--- config.mk ---
export PLATFORM = sky130hd
export DESIGN_NAME = lsu_align_unit
export DESIGN_NICKNAME = d
export VERILOG_FILES = /design/src/rtl/lsu_pkg.sv /design/src/rtl/lsu_align_chk.sv /design/src/rtl/lsu_lane_map.sv /design/src/rtl/lsu_store_path.sv /design/src/rtl/lsu_load_extract.sv /design/src/rtl/lsu_imm_ext.sv /design/src/rtl/lsu_align_unit.sv
export SDC_FILE = /design/constraint.sdc
export NUM_CORES = 1
export LEC_CHECK = 0
export ABC_AREA = 1
export BUFFER_PORTS_ARGS = -buffer_cell sky130_fd_sc_hd__buf_2
export CORE_AREA = 2 2 96 98
export DETAILED_ROUTE_END_ITERATION = 16
export DIE_AREA = 0 0 98 100
export PLACE_DENSITY = 0.76
export SYNTH_ARGS = -nofsm -noshare
export SYNTH_HDL_FRONTEND = slang
export SYNTH_SLANG_ARGS = --single-unit
--- constraint.sdc ---
create_clock -name clk_i -period 1.41 [get_ports clk_i]
set_input_delay 0.0705 -clock clk_i [delete_from_list [all_inputs] [get_ports clk_i]]
set_output_delay 0.0705 -clock clk_i [all_outputs]
set_load 0.01 [all_outputs]
--- src/rtl/lsu_pkg.sv ---
package lsu_pkg;
  typedef enum logic [1:0] {
    SZ_BYTE = 2'b00,
    SZ_WORD = 2'b01,
    SZ_LONG = 2'b10,
    SZ_BAD  = 2'b11
  } acc_size_e;
endpackage

--- src/rtl/lsu_align_chk.sv ---
module lsu_align_chk
  import lsu_pkg::*;
#(
  parameter int OFF_W = 2
) (
  input  acc_size_e        size_i,
  input  logic [OFF_W-1:0] off_i,
  output logic             err_o
);
  always_comb begin
    unique case (size_i)
      SZ_BYTE: err_o = 1'b0;
      SZ_WORD: err_o = off_i[0];
      SZ_LONG: err_o = |off_i;
      default: err_o = 1'b1;
    endcase
  end
endmodule

--- src/rtl/lsu_lane_map.sv ---
module lsu_lane_map
  import lsu_pkg::*;
#(
  parameter int NUM_LANES = 4,
  parameter int OFF_W     = $clog2(NUM_LANES)
) (
  input  acc_size_e              size_i,
  input  logic [OFF_W-1:0]       off_i,
  input  logic                   little_i,
  output logic [NUM_LANES-1:0]   be_o,
  output logic [OFF_W-1:0]       byte_lane_o,
  output logic                   half_sel_o
);
  // big endian mirrors the offset inside the word
  assign byte_lane_o = little_i ? off_i : ~off_i;
  assign half_sel_o  = off_i[OFF_W-1] ^ ~little_i;

  for (genvar k = 0; k < NUM_LANES; k++) begin : g_lane
    localparam logic [OFF_W-1:0] LANE = OFF_W'(k);
    always_comb begin
      unique case (size_i)
        SZ_BYTE: be_o[k] = (byte_lane_o == LANE);
        SZ_WORD: be_o[k] = (LANE[OFF_W-1] == half_sel_o);
        SZ_LONG: be_o[k] = 1'b1;
        default: be_o[k] = 1'b0;
      endcase
    end
  end
endmodule

--- src/rtl/lsu_store_path.sv ---
module lsu_store_path
  import lsu_pkg::*;
#(
  parameter int DATA_W = 32
) (
  input  acc_size_e         size_i,
  input  logic [DATA_W-1:0] wdata_i,
  output logic [DATA_W-1:0] wdata_o
);
  localparam int NUM_LANES = DATA_W / 8;

  for (genvar k = 0; k < NUM_LANES; k++) begin : g_lane
    always_comb begin
      unique case (size_i)
        SZ_BYTE: wdata_o[8*k +: 8] = wdata_i[7:0];
        SZ_WORD: wdata_o[8*k +: 8] = wdata_i[8*(k%2) +: 8];
        default: wdata_o[8*k +: 8] = wdata_i[8*k +: 8];
      endcase
    end
  end
endmodule

--- src/rtl/lsu_load_extract.sv ---
module lsu_load_extract
  import lsu_pkg::*;
#(
  parameter int DATA_W = 32,
  parameter int OFF_W  = 2
) (
  input  acc_size_e         size_i,
  input  logic [DATA_W-1:0] rdata_i,
  input  logic [OFF_W-1:0]  byte_lane_i,
  input  logic              half_sel_i,
  output logic [DATA_W-1:0] data_o
);
  logic [7:0]  sel_byte;
  logic [15:0] sel_half;

  assign sel_byte = rdata_i[{byte_lane_i, 3'b000} +: 8];
  assign sel_half = rdata_i[{half_sel_i, 4'b0000} +: 16];

  always_comb begin
    unique case (size_i)
      SZ_BYTE: data_o = {{(DATA_W-8){sel_byte[7]}}, sel_byte};
      SZ_WORD: data_o = {{(DATA_W-16){sel_half[15]}}, sel_half};
      SZ_LONG: data_o = rdata_i;
      default: data_o = '0;
    endcase
  end
endmodule

--- src/rtl/lsu_imm_ext.sv ---
module lsu_imm_ext #(
  parameter int IMM_W  = 8,
  parameter int DATA_W = 32
) (
  input  logic [IMM_W-1:0]  imm_i,
  input  logic              logical_i,
  output logic [DATA_W-1:0] imm_o
);
  logic fill;
  assign fill  = imm_i[IMM_W-1] & ~logical_i;
  assign imm_o = {{(DATA_W-IMM_W){fill}}, imm_i};
endmodule

--- src/rtl/lsu_align_unit.sv ---
module lsu_align_unit
  import lsu_pkg::*;
#(
  parameter int DATA_W = 32,
  parameter int ADDR_W = 32,
  parameter int IMM_W  = 8
) (
  input  logic              clk_i,
  input  logic              rst_ni,
  input  logic              endian_strap_i,
  input  logic              req_valid_i,
  input  logic              req_we_i,
  input  logic [1:0]        req_size_i,
  input  logic [ADDR_W-1:0] req_addr_i,
  input  logic [DATA_W-1:0] req_wdata_i,
  output logic              bus_req_o,
  output logic              bus_we_o,
  output logic [ADDR_W-1:0] bus_addr_o,
  output logic [DATA_W/8-1:0] bus_be_o,
  output logic [DATA_W-1:0] bus_wdata_o,
  input  logic [DATA_W-1:0] bus_rdata_i,
  output logic              rsp_valid_o,
  output logic [DATA_W-1:0] rsp_rdata_o,
  output logic              rsp_addr_err_o,
  input  logic [IMM_W-1:0]  imm_i,
  input  logic              imm_logical_i,
  output logic [DATA_W-1:0] imm_ext_o
);
  localparam int NUM_LANES = DATA_W / 8;
  localparam int OFF_W     = $clog2(NUM_LANES);

  acc_size_e              size;
  logic [OFF_W-1:0]       off;
  logic                   little_q;
  logic                   err;
  logic [NUM_LANES-1:0]   lane_be;
  logic [OFF_W-1:0]       byte_lane;
  logic                   half_sel;
  logic [DATA_W-1:0]      load_ext;
  logic                   rsp_valid_q;
  logic                   rsp_err_q;
  logic [DATA_W-1:0]      rsp_data_q;

  assign size = acc_size_e'(req_size_i);
  assign off  = req_addr_i[OFF_W-1:0];

  // strap follows while reset is held, frozen afterwards
  always_ff @(posedge clk_i) begin
    if (!rst_ni) little_q <= endian_strap_i;
  end

  lsu_align_chk #(.OFF_W(OFF_W)) u_align (
    .size_i (size),
    .off_i  (off),
    .err_o  (err)
  );

  lsu_lane_map #(.NUM_LANES(NUM_LANES), .OFF_W(OFF_W)) u_lanes (
    .size_i      (size),
    .off_i       (off),
    .little_i    (little_q),
    .be_o        (lane_be),
    .byte_lane_o (byte_lane),
    .half_sel_o  (half_sel)
  );

  lsu_store_path #(.DATA_W(DATA_W)) u_store (
    .size_i  (size),
    .wdata_i (req_wdata_i),
    .wdata_o (bus_wdata_o)
  );

  lsu_load_extract #(.DATA_W(DATA_W), .OFF_W(OFF_W)) u_load (
    .size_i      (size),
    .rdata_i     (bus_rdata_i),
    .byte_lane_i (byte_lane),
    .half_sel_i  (half_sel),
    .data_o      (load_ext)
  );

  lsu_imm_ext #(.IMM_W(IMM_W), .DATA_W(DATA_W)) u_imm (
    .imm_i     (imm_i),
    .logical_i (imm_logical_i),
    .imm_o     (imm_ext_o)
  );

  assign bus_req_o  = req_valid_i & ~err;
  assign bus_we_o   = req_we_i;
  assign bus_addr_o = {req_addr_i[ADDR_W-1:OFF_W], {OFF_W{1'b0}}};
  assign bus_be_o   = bus_req_o ? lane_be : '0;

  always_ff @(posedge clk_i or negedge rst_ni) begin
    if (!rst_ni) begin
      rsp_valid_q <= 1'b0;
      rsp_err_q   <= 1'b0;
      rsp_data_q  <= '0;
    end else begin
      rsp_valid_q <= req_valid_i;
      rsp_err_q   <= req_valid_i & err;
      rsp_data_q  <= (req_valid_i && !err && !req_we_i) ? load_ext : '0;
    end
  end

  assign rsp_valid_o    = rsp_valid_q;
  assign rsp_addr_err_o = rsp_err_q;
  assign rsp_rdata_o    = rsp_data_q;
endmodule

==> results of run 1 <==
cell type report:
type | instances | area (um^2)
tap | 111 | 138.9
timing repair buffer | 208 | 1224
fill | 907 | 4641
multi-input combinational | 313 | 1705
clock inverter | 2 | 35.03
sequential | 35 | 880.8
inverter | 48 | 182.7
clock buffer | 6 | 82.58
kinds of logic after synthesis:
| family | after synthesis | synth area share (%) |
|---|---|---|
| AND/OR/NAND/NOR | 280 | 38.71 |
| flip-flops | 35 | 28.54 |
| AO/OA/AOI/OAI | 31 | 5.756 |
| other | 1 | 0.1215 |
| buffers and inverters | 140 | 26.87 |
synthesized netlist by cell type:
master                     number
sky130_fd_sc_hd__a21oi_1       11
sky130_fd_sc_hd__a31oi_1        2
sky130_fd_sc_hd__buf_1          1
sky130_fd_sc_hd__buf_2          3
sky130_fd_sc_hd__buf_4         76
sky130_fd_sc_hd__buf_6          2
sky130_fd_sc_hd__clkbuf_1      10
sky130_fd_sc_hd__clkinv_1       1
sky130_fd_sc_hd__conb_1         1
sky130_fd_sc_hd__dfrtp_1       34
sky130_fd_sc_hd__edfxtp_1       1
sky130_fd_sc_hd__inv_1         44
sky130_fd_sc_hd__inv_2          3
sky130_fd_sc_hd__nand2_1      142
sky130_fd_sc_hd__nand2_2        6
sky130_fd_sc_hd__nand3_1       66
sky130_fd_sc_hd__nand3b_1       7
sky130_fd_sc_hd__nor2_1        55
sky130_fd_sc_hd__nor2_2         2
sky130_fd_sc_hd__nor2_4         2
sky130_fd_sc_hd__o211ai_1       8
sky130_fd_sc_hd__o21ai_0       10
cells in the final DEF (no fill, tap or decap), types with 12 or more instances in the layout:
| master | instances |
|---|---|
| sky130_fd_sc_hd__nor2_1 | 32 |
| sky130_fd_sc_hd__nand3_1 | 50 |
| sky130_fd_sc_hd__buf_4 | 23 |
| sky130_fd_sc_hd__dfrtp_1 | 34 |
| sky130_fd_sc_hd__nand3_2 | 16 |
| sky130_fd_sc_hd__nor2_2 | 16 |
| sky130_fd_sc_hd__nand2_4 | 12 |
| sky130_fd_sc_hd__nand2_1 | 128 |
| sky130_fd_sc_hd__inv_1 | 44 |
| sky130_fd_sc_hd__buf_2 | 171 |
metal layers:
layer | wire, um | global-route usage [%] | vias to the layer above
met1 | 4156 | 23.70 | 1607
met4 | 463 | 10.36 | 0
met2 | 6170 | 43.68 | 221
met3 | 1572 | 10.24 | 30
li1 | - | - | 1689
met5 | 0 | 0 | -
metrics by stage:
| step | utilization (%) | setup WS (ns) | total power [uW] |
|---|---|---|---|
| after global placement | 41.60 | -0.02805 | 2068 |
| after CTS | 45.74 | -0.2110 | 3143 |
| after global routing | 47.80 | -0.3183 | 3401 |
| after floorplan | - | -0.05121 | 1786 |
| final | 47.80 | -0.2673 | 3238 |
| after detailed placement | 41.60 | -0.1033 | 2078 |
final timing paths:
path	to	cells past startpoint	slack, ns
max in group asynchronous	rsp_rdata_o[22]$_DFF_PN0_	3	0.69
hold / removal	rsp_addr_err_o$_DFF_PN0_	3	0.1
min in group asynchronous	rsp_rdata_o[1]$_DFF_PN0_	3	0.42
setup reg to reg	rsp_rdata_o[12]$_DFF_PN0_	11	-0.20
hold reg to reg	rsp_rdata_o[4]$_DFF_PN0_	8	1.10
setup / recovery	bus_be_o[0]	7	-0.27
worst min-delay path: stages:
cell and delay, ns:
sky130_fd_sc_hd__buf_2 0.14, sky130_fd_sc_hd__nand2_1 0.09, sky130_fd_sc_hd__a21oi_1 0.06
sequential cells by signal, indices dropped and copies added, names as in the netlist:
name            flops
rsp_rdata_o        32
little_q            1
rsp_valid_o         1
rsp_addr_err_o      1
power groups by stage:
stage / clock network (uW) / registers (uW) / logic [uW]
after global placement: 0 / 1060 / 1010
after CTS: 970 / 1040 / 1130
final: 965 / 1040 / 1230
after detailed placement: 0 / 1060 / 1010
after floorplan: 0 / 1080 / 707
after global routing: 1010 / 1050 / 1340
timing repair:
| action | 4_1_cts | 5_1_grt |
|---|---|---|
| gates resized for setup | 29 | 67 |
| pin swaps | 6 | 26 |
| buffers inserted | 10 | 1 |
| hold buffers | 3 | 0 |
| endpoints found under the setup margin | 35 | 36 |
| hold endpoints to repair | 36 | 0 |
| gates cloned | 2 | 0 |
==> impl_results.md, run 1 <==
- Inserted Clock Buffers: 5
- Status: finished, violations left
- Internal power contribution: ~2100 uW
- Ratio of cells with drive above 1 in the final layout: 47.06%
- Die boundary width: around 98 um
- Post-layout worst setup margin: -0.2673 ns
- Delay of the slowest cell on the worst path: about 0.48 ns
- Vertical die dimension: 100 um
- Largest net degree at the start of global routing: 35
- # clock sinks: 35
- Skew-Pair Late Insertion Delay: between 0.2 and 0.3 ns
- Sequential group share of total power: roughly a third
- Top post-synthesis cells by area: sky130_fd_sc_hd__dfrtp_1 (28%), sky130_fd_sc_hd__buf_4 (18%), sky130_fd_sc_hd__nand2_1 (17%)
- Count of state elements after synthesis: 35
- Switching Fraction: 34.88%
- Area growth from synthesis to layout: 37.66%
- Area of the die: between 9000 and 10,000 um^2
- Sequential area share after synthesis: 28.54%
- Number of nets with antenna violations after routing: 0
- Fmax achieved: between 500 and 600 MHz
- CTS tree: built
- Starting density of the core: 34.72%
- PwrDens: 762.0 nW/um^2
- Post-synthesis instance total: 487
- Final wirelength: between 10,000 and 15,000 um
- Synthesis Warnings: 0
- Worst Min Path Start: req_addr_i[0]
- Post-layout nets: about 720
- Total DRC errors in the routed layout: 0
- Worst hold slack across all endpoints: 0.09783 ns
- IO Port Bufs: around 170
- Top cell by count, worst path: sky130_fd_sc_hd__nand2_4
- Switching component of the power: between 1000 and 1500 uW
- Startpoint of the worst-slack reg-to-reg timing path: little_q$_DFFE_PN_
- Maximum Capacitance Violations: 0
- Area share of the largest cell type after synthesis: roughly 28%
- Maximum ir drop on the vdd rail: ~400 uV
- Path category of the worst min-delay check: input port to register
- Accumulated negative setup slack: -5.342 ns
- Site row count: 35
- Largest delay contributor family on the critical path: flip-flops
- Unrepaired setup endpoints after global routing: yes
- Number of global-route vias before repair: about 3,500
- Post-route fraction of the period consumed by the critical path: 119.0%
- Initial DRC Count: approximately 160
- Diode insertion count for antenna repair: 0
- Non-Filler Cell Area, Final: 4249 um^2
- Type of destination of the critical path: output port
- Total grt overflow: 0
- Count of cell types in the netlist: 22
- Combinational Power Share: between 30% and 40%
- CP Max Fanout: 4
- First-pass GRT wire length: between 15,000 and 20,000 um
- Final slew viol count: 0
- Critical path type: register to output port
- Iteration count of the initial detailed-routing pass: 5
- Buffer levels on the longest clock path: 2
- Aggregate global-route resource usage: a little under a quarter
- Clk network pwr share: between 20% and 30%
- Syn Area/Cell: approximately 6.3 um^2
- Worst setup path startpoint: little_q$_DFFE_PN_
- Critical path cell sequence: buf_6 -> nand2_4 -> nand2_4 -> buf_8 -> a31oi_1 -> nor2_1 -> buf_2
- Netlist Area Pre-Place: approximately 3100 um^2
- Clock slew at the register clock pins of the worst setup and hold paths: about 0.08 ns
- Startpoint kind of the worst setup timing path: register
- Failing checks: setup timing
- Final GP Congestion: approximately 0.95
- Core region area: 8890 um^2
- CTS H-tree lvls: 2
- Data required time at the worst endpoint: roughly 1.3 ns
- Leading area contributor after synthesis: sky130_fd_sc_hd__dfrtp_1
- Sum of net half-perimeters after detailed placement: 9776 um
- Final setup fails: 36
- Count of pins on the block boundary: 248
- Arrival @ worst endpoint: 1.61 ns
- Routed wire length per instance: 17.10 um
- Antenna violations before repair: 0
- Clock period minus worst slack: roughly 1.7 ns
- Cell Count Post-Placement: 704
- Layout Skew: approximately 0.0075 ns
- Slowest stage cell, crit path: sky130_fd_sc_hd__edfxtp_1
- Routed vias: 3,547
- Cell leakage power: roughly 0.0025 uW
- Final hold violation count: 0
- Worst path bufs/invs: 3
- Post-route insts no fill: just over 700
- Detail-routed via count per cell: about 5
- Clock root buffer: sky130_fd_sc_hd__clkbuf_8
- Cell area reported after detailed placement: roughly 3700 um^2
Power figures use the tool's default switching activity.
==> run 2, diff against run 1 <==
--- a/config.mk
+++ b/config.mk
@@ -5,12 +5,11 @@
 export SDC_FILE = /design/constraint.sdc
 export NUM_CORES = 1
 export LEC_CHECK = 0
-export ABC_AREA = 1
 export BUFFER_PORTS_ARGS = -buffer_cell sky130_fd_sc_hd__buf_2
-export CORE_AREA = 2 2 96 98
+export CORE_MARGIN = 1
+export CORE_UTILIZATION = 37
 export DETAILED_ROUTE_END_ITERATION = 16
-export DIE_AREA = 0 0 98 100
-export PLACE_DENSITY = 0.76
+export PLACE_DENSITY = 0.78
 export SYNTH_ARGS = -nofsm -noshare
 export SYNTH_HDL_FRONTEND = slang
 export SYNTH_SLANG_ARGS = --single-unit
==> impl_results.md, run 2 <==
- Status: finished, violations left (unchanged)
- Failing checks: setup timing (unchanged)
- Routed vias: 3,204 (was 3,547)
- Cell area reported after detailed placement: 3943 um^2 (was 3699 um^2)
- Initial DRC Count: 227 (was 161)
- Final hold violation count: 0 (unchanged)
- Length in cells of the worst reg-to-reg path: 7 (was 11)
- Layout filler cell count: 743 (was 907)
- Top cell by count, worst path: sky130_fd_sc_hd__buf_6 (was sky130_fd_sc_hd__nand2_4)
- Detail-routed via count per cell: 5.496 (was 4.906)
- IO Port Bufs: 171 (unchanged)
- Delay of the slowest cell on the worst path: 0.43 ns (was 0.48 ns)
- Startpoint of the worst-slack reg-to-reg timing path: little_q$_DFFE_PN_ (unchanged)
- Buffer levels on the longest clock path: 2 (unchanged)
- Post-route insts no fill: 583 (was 723)
- Area share of the largest cell type after synthesis: 26.40% (was 27.56%)
- Worst Hold Path Cells: 3 (unchanged)
- First-pass GRT wire length: 14,850 um (was 18,220 um)
- Data required time at the worst endpoint: 1.59 ns (was 1.34 ns)
- Syn Area/Cell: 9.288 um^2 (was 6.338 um^2)
- Worst hold slack across all endpoints: 0.02339 ns (was 0.09783 ns)
- Routed wire length per instance: 17.96 um (was 17.10 um)
- Synthesis Warnings: 0 (unchanged)
- Multi-input logic area: 1872 um^2 (was 1705 um^2)
- Startpoint kind of the worst setup timing path: register (unchanged)
- Post-layout nets: 589 (was 723)
- Internal power contribution: 2012 uW (was 2108 uW)
- Aggregate global-route resource usage: 21.29% (was 23.92%)
- Area of the die: 9089 um^2 (was 9800 um^2)
- Inserted Clock Buffers: 5 (unchanged)
- Count of flip-flops with a built-in enable after synthesis: 1 (unchanged)
- Fraction of registers with async set or reset after synthesis: 97.14% (unchanged)
- Worst Min Path Start: bus_rdata_i[22] (was req_addr_i[0])
- Layout Skew: 0.006200 ns (was 0.007540 ns)
- Leading area contributor after synthesis: sky130_fd_sc_hd__dfrtp_1 (unchanged)
- Most frequent cells in the layout: sky130_fd_sc_hd__buf_2 (171), sky130_fd_sc_hd__dfrtp_1 (34), sky130_fd_sc_hd__buf_4 (31), sky130_fd_sc_hd__nand2_1 (27), sky130_fd_sc_hd__a21oi_2 (21) (was sky130_fd_sc_hd__buf_2 (171), sky130_fd_sc_hd__nand2_1 (128), sky130_fd_sc_hd__nand3_1 (50), sky130_fd_sc_hd__inv_1 (44), sky130_fd_sc_hd__dfrtp_1 (34))
- Main synth FF type: sky130_fd_sc_hd__dfrtp_1 (unchanged)
- Clock period minus worst slack: 1.891 ns (was 1.677 ns)
- Total Power Consumption: 3105 uW (was 3238 uW)
- Diode insertion count for antenna repair: 0 (unchanged)
- Fmax achieved: 528.8 MHz (was 596.2 MHz)
- Storage element area: 880.8 um^2 (unchanged)
- Sum of net half-perimeters after detailed placement: 7755 um (was 9776 um)
- Combinational Power Share: 40.9% (was 37.9%)
- Total grt overflow: 0 (unchanged)
- CTS tree: built (unchanged)
- Vertical die dimension: 95.34 um (was 100 um)
- Critical path cell sequence: buf_6 -> buf_6 -> xor2_4 -> mux2_4 -> a22oi_4 -> buf_6 -> a21oi_1 (was buf_6 -> nand2_4 -> nand2_4 -> buf_8 -> a31oi_1 -> nor2_1 -> buf_2)
- Iteration count of the initial detailed-routing pass: 4 (was 5)
- Max reg flops: 32 (unchanged)
- Die boundary width: 95.34 um (was 98 um)
- Final slew viol count: 0 (unchanged)
- Commonest cells in the netlist: sky130_fd_sc_hd__buf_4 (78), sky130_fd_sc_hd__dfrtp_1 (34), sky130_fd_sc_hd__mux2_2 (31) (was sky130_fd_sc_hd__nand2_1 (142), sky130_fd_sc_hd__buf_4 (76), sky130_fd_sc_hd__nand3_1 (66))
- Antenna violations before repair: 1 (was 0)
- CTS H-tree lvls: 2 (unchanged)
- Clock slew at the register clock pins of the worst setup and hold paths: 0.08 ns (about the same)
- Switching component of the power: 1093 uW (was 1130 uW)
- # clock sinks: 35 (unchanged)
- Starting density of the core: 38.64% (was 34.72%)
- Worst setup path startpoint: little_q$_DFFE_PN_ (unchanged)
- Count of pins on the block boundary: 248 (unchanged)
- Core region area: 8341 um^2 (was 8890 um^2)
- Post-layout worst setup margin: -0.4812 ns (was -0.2673 ns)
- Post-synthesis instance total: 347 (was 487)
- Share of the core filled with cells in the final layout: 51.77% (was 47.80%)
- Count of state elements after synthesis: 35 (unchanged)
- Maximum Capacitance Violations: 0 (unchanged)
- CP Max Fanout: 6 (was 4)
- Cell Count Post-Placement: 563 (was 704)
- Final GP Congestion: 0.8525 (was 0.9474)
- Top post-synthesis cells by area: sky130_fd_sc_hd__dfrtp_1 (26%), sky130_fd_sc_hd__buf_4 (18%), sky130_fd_sc_hd__mux2_2 (11%) (was sky130_fd_sc_hd__dfrtp_1 (28%), sky130_fd_sc_hd__buf_4 (18%), sky130_fd_sc_hd__nand2_1 (17%))
- Sequential area share after synthesis: 27.33% (was 28.54%)
- Critical path type: register to register (was register to output port)
- Unrepaired setup endpoints after global routing: yes (unchanged)
- Path category of the worst min-delay check: input port to register (unchanged)
- Sequential group share of total power: 33.9% (was 32.3%)
- Post-route fraction of the period consumed by the critical path: 134.1% (was 119.0%)
- Area growth from synthesis to layout: 33.97% (was 37.66%)
- Slowest stage cell, crit path: sky130_fd_sc_hd__edfxtp_1 (unchanged)
- Arrival @ worst endpoint: 2.07 ns (was 1.61 ns)
- Ratio of cells with drive above 1 in the final layout: 64.85% (was 47.06%)
- Most common cell after layout, fill and taps aside: sky130_fd_sc_hd__buf_2 (unchanged)
- Number of global-route vias before repair: 2,857 (was 3,454)
- Type of destination of the critical path: register (was output port)
- Total DRC errors in the routed layout: 0 (unchanged)
- Site row count: 33 (was 35)
- Maximum ir drop on the vdd rail: 378.2 uV (was 407.5 uV)
- Final wirelength: 10,470 um (was 12,360 um)
- Skew-Pair Late Insertion Delay: 0.30 ns (was 0.29 ns)
- Non-Filler Cell Area, Final: 4318 um^2 (was 4249 um^2)
- Number of nets with antenna violations after routing: 0 (unchanged)
- Netlist Area Pre-Place: 3223 um^2 (was 3087 um^2)
- Switching Fraction: 35.19% (was 34.88%)
- Largest net degree at the start of global routing: 35 (unchanged)
- Final setup fails: 36 (unchanged)
- Clock root buffer: sky130_fd_sc_hd__clkbuf_8 (unchanged)
- Cell with the most instances after synthesis: sky130_fd_sc_hd__buf_4 (was sky130_fd_sc_hd__nand2_1)
- Cell leakage power: 0.002172 uW (was 0.002506 uW)
- Count of cell types in the netlist: 46 (was 22)
- Clk network pwr share: 25.2% (was 29.8%)
- PwrDens: 719.1 nW/um^2 (was 762.0 nW/um^2)
## run 2: final cells by class
cell class / instances / share of cell area, %
well taps: 105 / 3.043
clock inverters: 3 / 0.5506
multi-input cells: 211 / 43.35
inverters: 5 / 0.4926
repair buffers: 219 / 30.57
clock buffers: 5 / 1.594
flip-flops and latches: 35 / 20.40
## run 2: path summary, 6_finish.rpt
kind	to	slack, ns
worst min register to register	rsp_rdata_o[4]$_DFF_PN0_	1.14
worst max register to register	rsp_rdata_o[30]$_DFF_PN0_	-0.48
worst min-delay path	rsp_rdata_o[22]$_DFF_PN0_	0.02
min in group asynchronous	rsp_rdata_o[11]$_DFF_PN0_	0.40
worst max-delay path	rsp_rdata_o[30]$_DFF_PN0_	-0.48
max in group asynchronous	rsp_rdata_o[6]$_DFF_PN0_	0.68
## run 2: logic make-up after synthesis
kind of cell,share of synthesized area [%]
buffers and inverters,21.31
AO/OA/AOI/OAI,19.18
AND/OR/NAND/NOR,9.084
multiplexers,21.93
flip-flops,27.33
XOR/XNOR,1.048
other,0.1163
## run 2: per-layer routing
metal	GRT usage, %	share of wire [%]	routed length (um)
met4	6.566	2.6	274
met5	0	0.12	13
met3	5.502	9.7	1016
met2	36.90	49	5155
met1	25.64	38	4009
## run 2: through the flow
stage	TNS, ns	worst slack, ns
after floorplan	-5.941	-0.2535
final	-15.35	-0.4812
after CTS	-13.79	-0.4286
after detailed placement	-9.843	-0.3465
after global placement	-8.509	-0.2792
after global routing	-17.03	-0.5282
## run 2: critical path: cells and delay by family (launching register included)
| kind | cells | cell delay (ns) |
|---|---|---|
| AO/OA/AOI/OAI | 2 | 0.27 |
| XOR/XNOR | 1 | 0.29 |
| buffers and inverters | 3 | 0.43 |
| flip-flops | 1 | 0.43 |
| multiplexers | 1 | 0.35 |
## run 2: power by group through the flow
| stage | sequential (uW) | clock [uW] | combinational, uW |
|---|---|---|---|
| floorplan | 1090 | 0 | 788 |
| global placement | 1070 | 0 | 1080 |
| detailed placement | 1070 | 0 | 1110 |
| CTS | 1050 | 788 | 1160 |
| global route | 1050 | 832 | 1350 |
| finish | 1050 | 784 | 1270 |
## run 2: repair_timing
action,CTS,global route
pin swaps,3,26
buffers inserted,4,3
setup endpoints to repair,36,36
hold endpoints to repair,36,0
gates cloned,1,1
resized for setup,13,32
hold buffers,3,0
==> run 3, diff against run 2 <==
--- a/config.mk
+++ b/config.mk
@@ -13,3 +13,4 @@
 export SYNTH_ARGS = -nofsm -noshare
 export SYNTH_HDL_FRONTEND = slang
 export SYNTH_SLANG_ARGS = --single-unit
+export TNS_END_PERCENT = 50
==> impl_results.md, run 3 (same netlist as run 2, synthesis figures left out) <==
- # clock sinks: 35 (unchanged)
- Worst hold slack across all endpoints: 0.02048 ns (was 0.02339 ns)
- Initial DRC Count: 216 (was 227)
- CP Max Fanout: 6 (unchanged)
- Routed vias: 3,123 (was 3,204)
- Layout Skew: 0.006999 ns (was 0.006200 ns)
- Fmax achieved: 552.0 MHz (was 528.8 MHz)
- Core region area: 8341 um^2 (unchanged)
- Type of destination of the critical path: output port (was register)
- Routed wire length on met3: 1300 um (was 1016 um)
- Site row count: 33 (unchanged)
- Post-route fraction of the period consumed by the critical path: 128.5% (was 134.1%)
- Iteration count of the initial detailed-routing pass: 5 (was 4)
- Skew-Pair Late Insertion Delay: 0.29 ns (was 0.30 ns)
- Share of the core filled with cells in the final layout: 50.56% (was 51.77%)
- Delay of the slowest cell on the worst path: 0.42 ns (was 0.43 ns)
- Post-layout nets: 585 (was 589)
- Startpoint kind of the worst setup timing path: register (unchanged)
- Largest net degree at the start of global routing: 35 (unchanged)
- Max reg flops: 32 (unchanged)
- Path category of the worst min-delay check: input port to register (unchanged)
- Detail-routed via count per cell: 5.384 (was 5.496)
- Slowest stage cell, crit path: sky130_fd_sc_hd__edfxtp_1 (unchanged)
- Layout filler cell count: 777 (was 743)
- IO Port Bufs: 171 (unchanged)
- Final hold violation count: 0 (unchanged)
- Non-Filler Cell Area, Final: 4217 um^2 (was 4318 um^2)
- CTS tree: built (unchanged)
- Routed met2 length: 5700 um (was 5155 um)
- Most common cell after layout, fill and taps aside: sky130_fd_sc_hd__buf_2 (unchanged)
- Maximum Capacitance Violations: 0 (unchanged)
- Top routing layer used: met5 (unchanged)
- Critical path cell sequence: buf_6 -> buf_4 -> nor2b_4 -> a21oi_1 -> o32a_1 -> nor2_1 -> buf_2 (was buf_6 -> buf_6 -> xor2_4 -> mux2_4 -> a22oi_4 -> buf_6 -> a21oi_1)
- Clock root buffer: sky130_fd_sc_hd__clkbuf_8 (unchanged)
- Maximum ir drop on the vdd rail: 274.0 uV (was 378.2 uV)
- CTS H-tree lvls: 2 (unchanged)
- Clock slew at the register clock pins of the worst setup and hold paths: 0.08 ns (about the same)
- Post-layout worst setup margin: -0.4014 ns (was -0.4812 ns)
- Number of global-route vias before repair: 2,883 (was 2,857)
- M1 WL: 4150 um (was 4009 um)
- Worst path bufs/invs: 3 (unchanged)
- Total DRC errors in the routed layout: 0 (unchanged)
- Number of nets with antenna violations after routing: 0 (unchanged)
- Accumulated negative setup slack: -12.38 ns (was -15.35 ns)
- Count of pins on the block boundary: 248 (unchanged)
- Unrepaired setup endpoints after global routing: yes (unchanged)
- Area growth from synthesis to layout: 30.82% (was 33.97%)
- Starting density of the core: 38.64% (unchanged)
- Clock period minus worst slack: 1.811 ns (was 1.891 ns)
- Failing checks: setup timing (unchanged)
- PwrDens: 712.4 nW/um^2 (was 719.1 nW/um^2)
- Final GP Congestion: 0.9704 (was 0.8525)
- Critical path type: register to output port (was register to register)
- Cell area reported after detailed placement: 3960 um^2 (was 3943 um^2)
- Antenna violations before repair: 3 (was 1)
- Arrival @ worst endpoint: 1.74 ns (was 2.07 ns)
- Data required time at the worst endpoint: 1.34 ns (was 1.59 ns)
- Routed wire length per instance: 19.68 um (was 17.96 um)
- Die boundary width: 95.34 um (unchanged)
- Largest delay contributor family on the critical path: buffers and inverters (unchanged)
- Final wirelength: 11,410 um (was 10,470 um)
- Inserted Clock Buffers: 5 (unchanged)
- Final setup fails: 36 (unchanged)
- Most frequent cells in the layout: sky130_fd_sc_hd__buf_2 (171), sky130_fd_sc_hd__dfrtp_1 (34), sky130_fd_sc_hd__buf_4 (31), sky130_fd_sc_hd__mux2_2 (30), sky130_fd_sc_hd__nand2_1 (26) (was sky130_fd_sc_hd__buf_2 (171), sky130_fd_sc_hd__dfrtp_1 (34), sky130_fd_sc_hd__buf_4 (31), sky130_fd_sc_hd__nand2_1 (27), sky130_fd_sc_hd__a21oi_2 (21))
- Ratio of cells with drive above 1 in the final layout: 62.03% (was 64.85%)
- Buffer levels on the longest clock path: 2 (unchanged)
- Total grt overflow: 0 (unchanged)
- Final slew viol count: 0 (unchanged)
- Area of the die: 9089 um^2 (unchanged)
- Vertical die dimension: 95.34 um (unchanged)
- First-pass GRT wire length: 16,590 um (was 14,850 um)
- Status: finished, violations left (unchanged)
- Cell leakage power: 0.002120 uW (was 0.002172 uW)
- Setup slack after placement: -0.3027 ns (was -0.3465 ns)
- Aggregate global-route resource usage: 24.87% (was 21.29%)
- Sum of net half-perimeters after detailed placement: 9104 um (was 7755 um)
==> run 3: cell count changes in the layout (fill, tap and decap cells not counted), moves of 4 or more <==
cell                      delta
sky130_fd_sc_hd__a21oi_1    +10
sky130_fd_sc_hd__a21oi_2    -10
sky130_fd_sc_hd__a22oi_2     -4
sky130_fd_sc_hd__mux2_4     -10
sky130_fd_sc_hd__mux2_2     +10
sky130_fd_sc_hd__buf_12      +4
sky130_fd_sc_hd__a22oi_1     +4
sky130_fd_sc_hd__buf_6       -7
==> run 3: path summary, 6_finish.rpt <==
kind / startpoint / to / slack [ns] / cells after the start
hold / removal: bus_rdata_i[22] / rsp_rdata_o[22]$_DFF_PN0_ / 0.02 / 3
min in group asynchronous: rst_ni / rsp_rdata_o[6]$_DFF_PN0_ / 0.43 / 3
max in group asynchronous: rst_ni / rsp_rdata_o[28]$_DFF_PN0_ / 0.65 / 3
hold reg to reg: little_q$_DFFE_PN_ / rsp_rdata_o[3]$_DFF_PN0_ / 0.98 / 5
setup / recovery: little_q$_DFFE_PN_ / bus_be_o[0] / -0.40 / 7
setup reg to reg: little_q$_DFFE_PN_ / rsp_rdata_o[3]$_DFF_PN0_ / -0.38 / 6
==> run 3: per-layer routing <==
| metal | GRT usage [%] | up-vias |
|---|---|---|
| met4 | 6.313 | 4 |
| li1 | - | 1409 |
| met3 | 9.171 | 19 |
| met2 | 43.45 | 195 |
| met1 | 28.49 | 1496 |
| met5 | 0 | - |
==> run 3: worst reg2reg max path, stage by stage, from the launching register on <==
cell	delay [ns]
sky130_fd_sc_hd__edfxtp_1	0.42
sky130_fd_sc_hd__buf_4	0.19
sky130_fd_sc_hd__xor2_4	0.29
sky130_fd_sc_hd__clkbuf_16	0.21
sky130_fd_sc_hd__mux2_2	0.32
sky130_fd_sc_hd__a22oi_1	0.16
sky130_fd_sc_hd__a21oi_1	0.09
==> run 3: final cells by class <==
type                    instances  area [um^2]  share of cell area [%]
inverters                       5        21.27                  0.5045
well taps                     105        131.4                   3.116
diodes                          1        2.502                 0.05935
multi-input cells             211         1785                   42.34
flip-flops and latches         35        880.8                   20.89
clock buffers                   5        68.82                   1.632
clock inverters                 3        20.02                  0.4748
repair buffers                215         1306                   30.98
==> run 3: repair_timing <==
action	4_1_cts	5_1_grt
setup endpoints to repair	36	36
cloned	0	1
buffers inserted	3	1
pin swaps	2	6
gates resized for setup	12	11
hold buffers	3	0
endpoints found under the hold margin	36	0
==> run 3: per-stage QoR <==
stage | power, uW | instances
final | 3004 | 580
after global routing | 3145 | 580
after CTS | 2978 | 577
after detailed placement | 2201 | 563
after global placement | 2180 | 563
after floorplan | 1860 | 348
==> run 3: power by group <==
| part | internal (uW) | switching [uW] |
|---|---|---|
| logic | 587 | 625 |
| registers | 1040 | 10.1 |
| clock network | 344 | 398 |
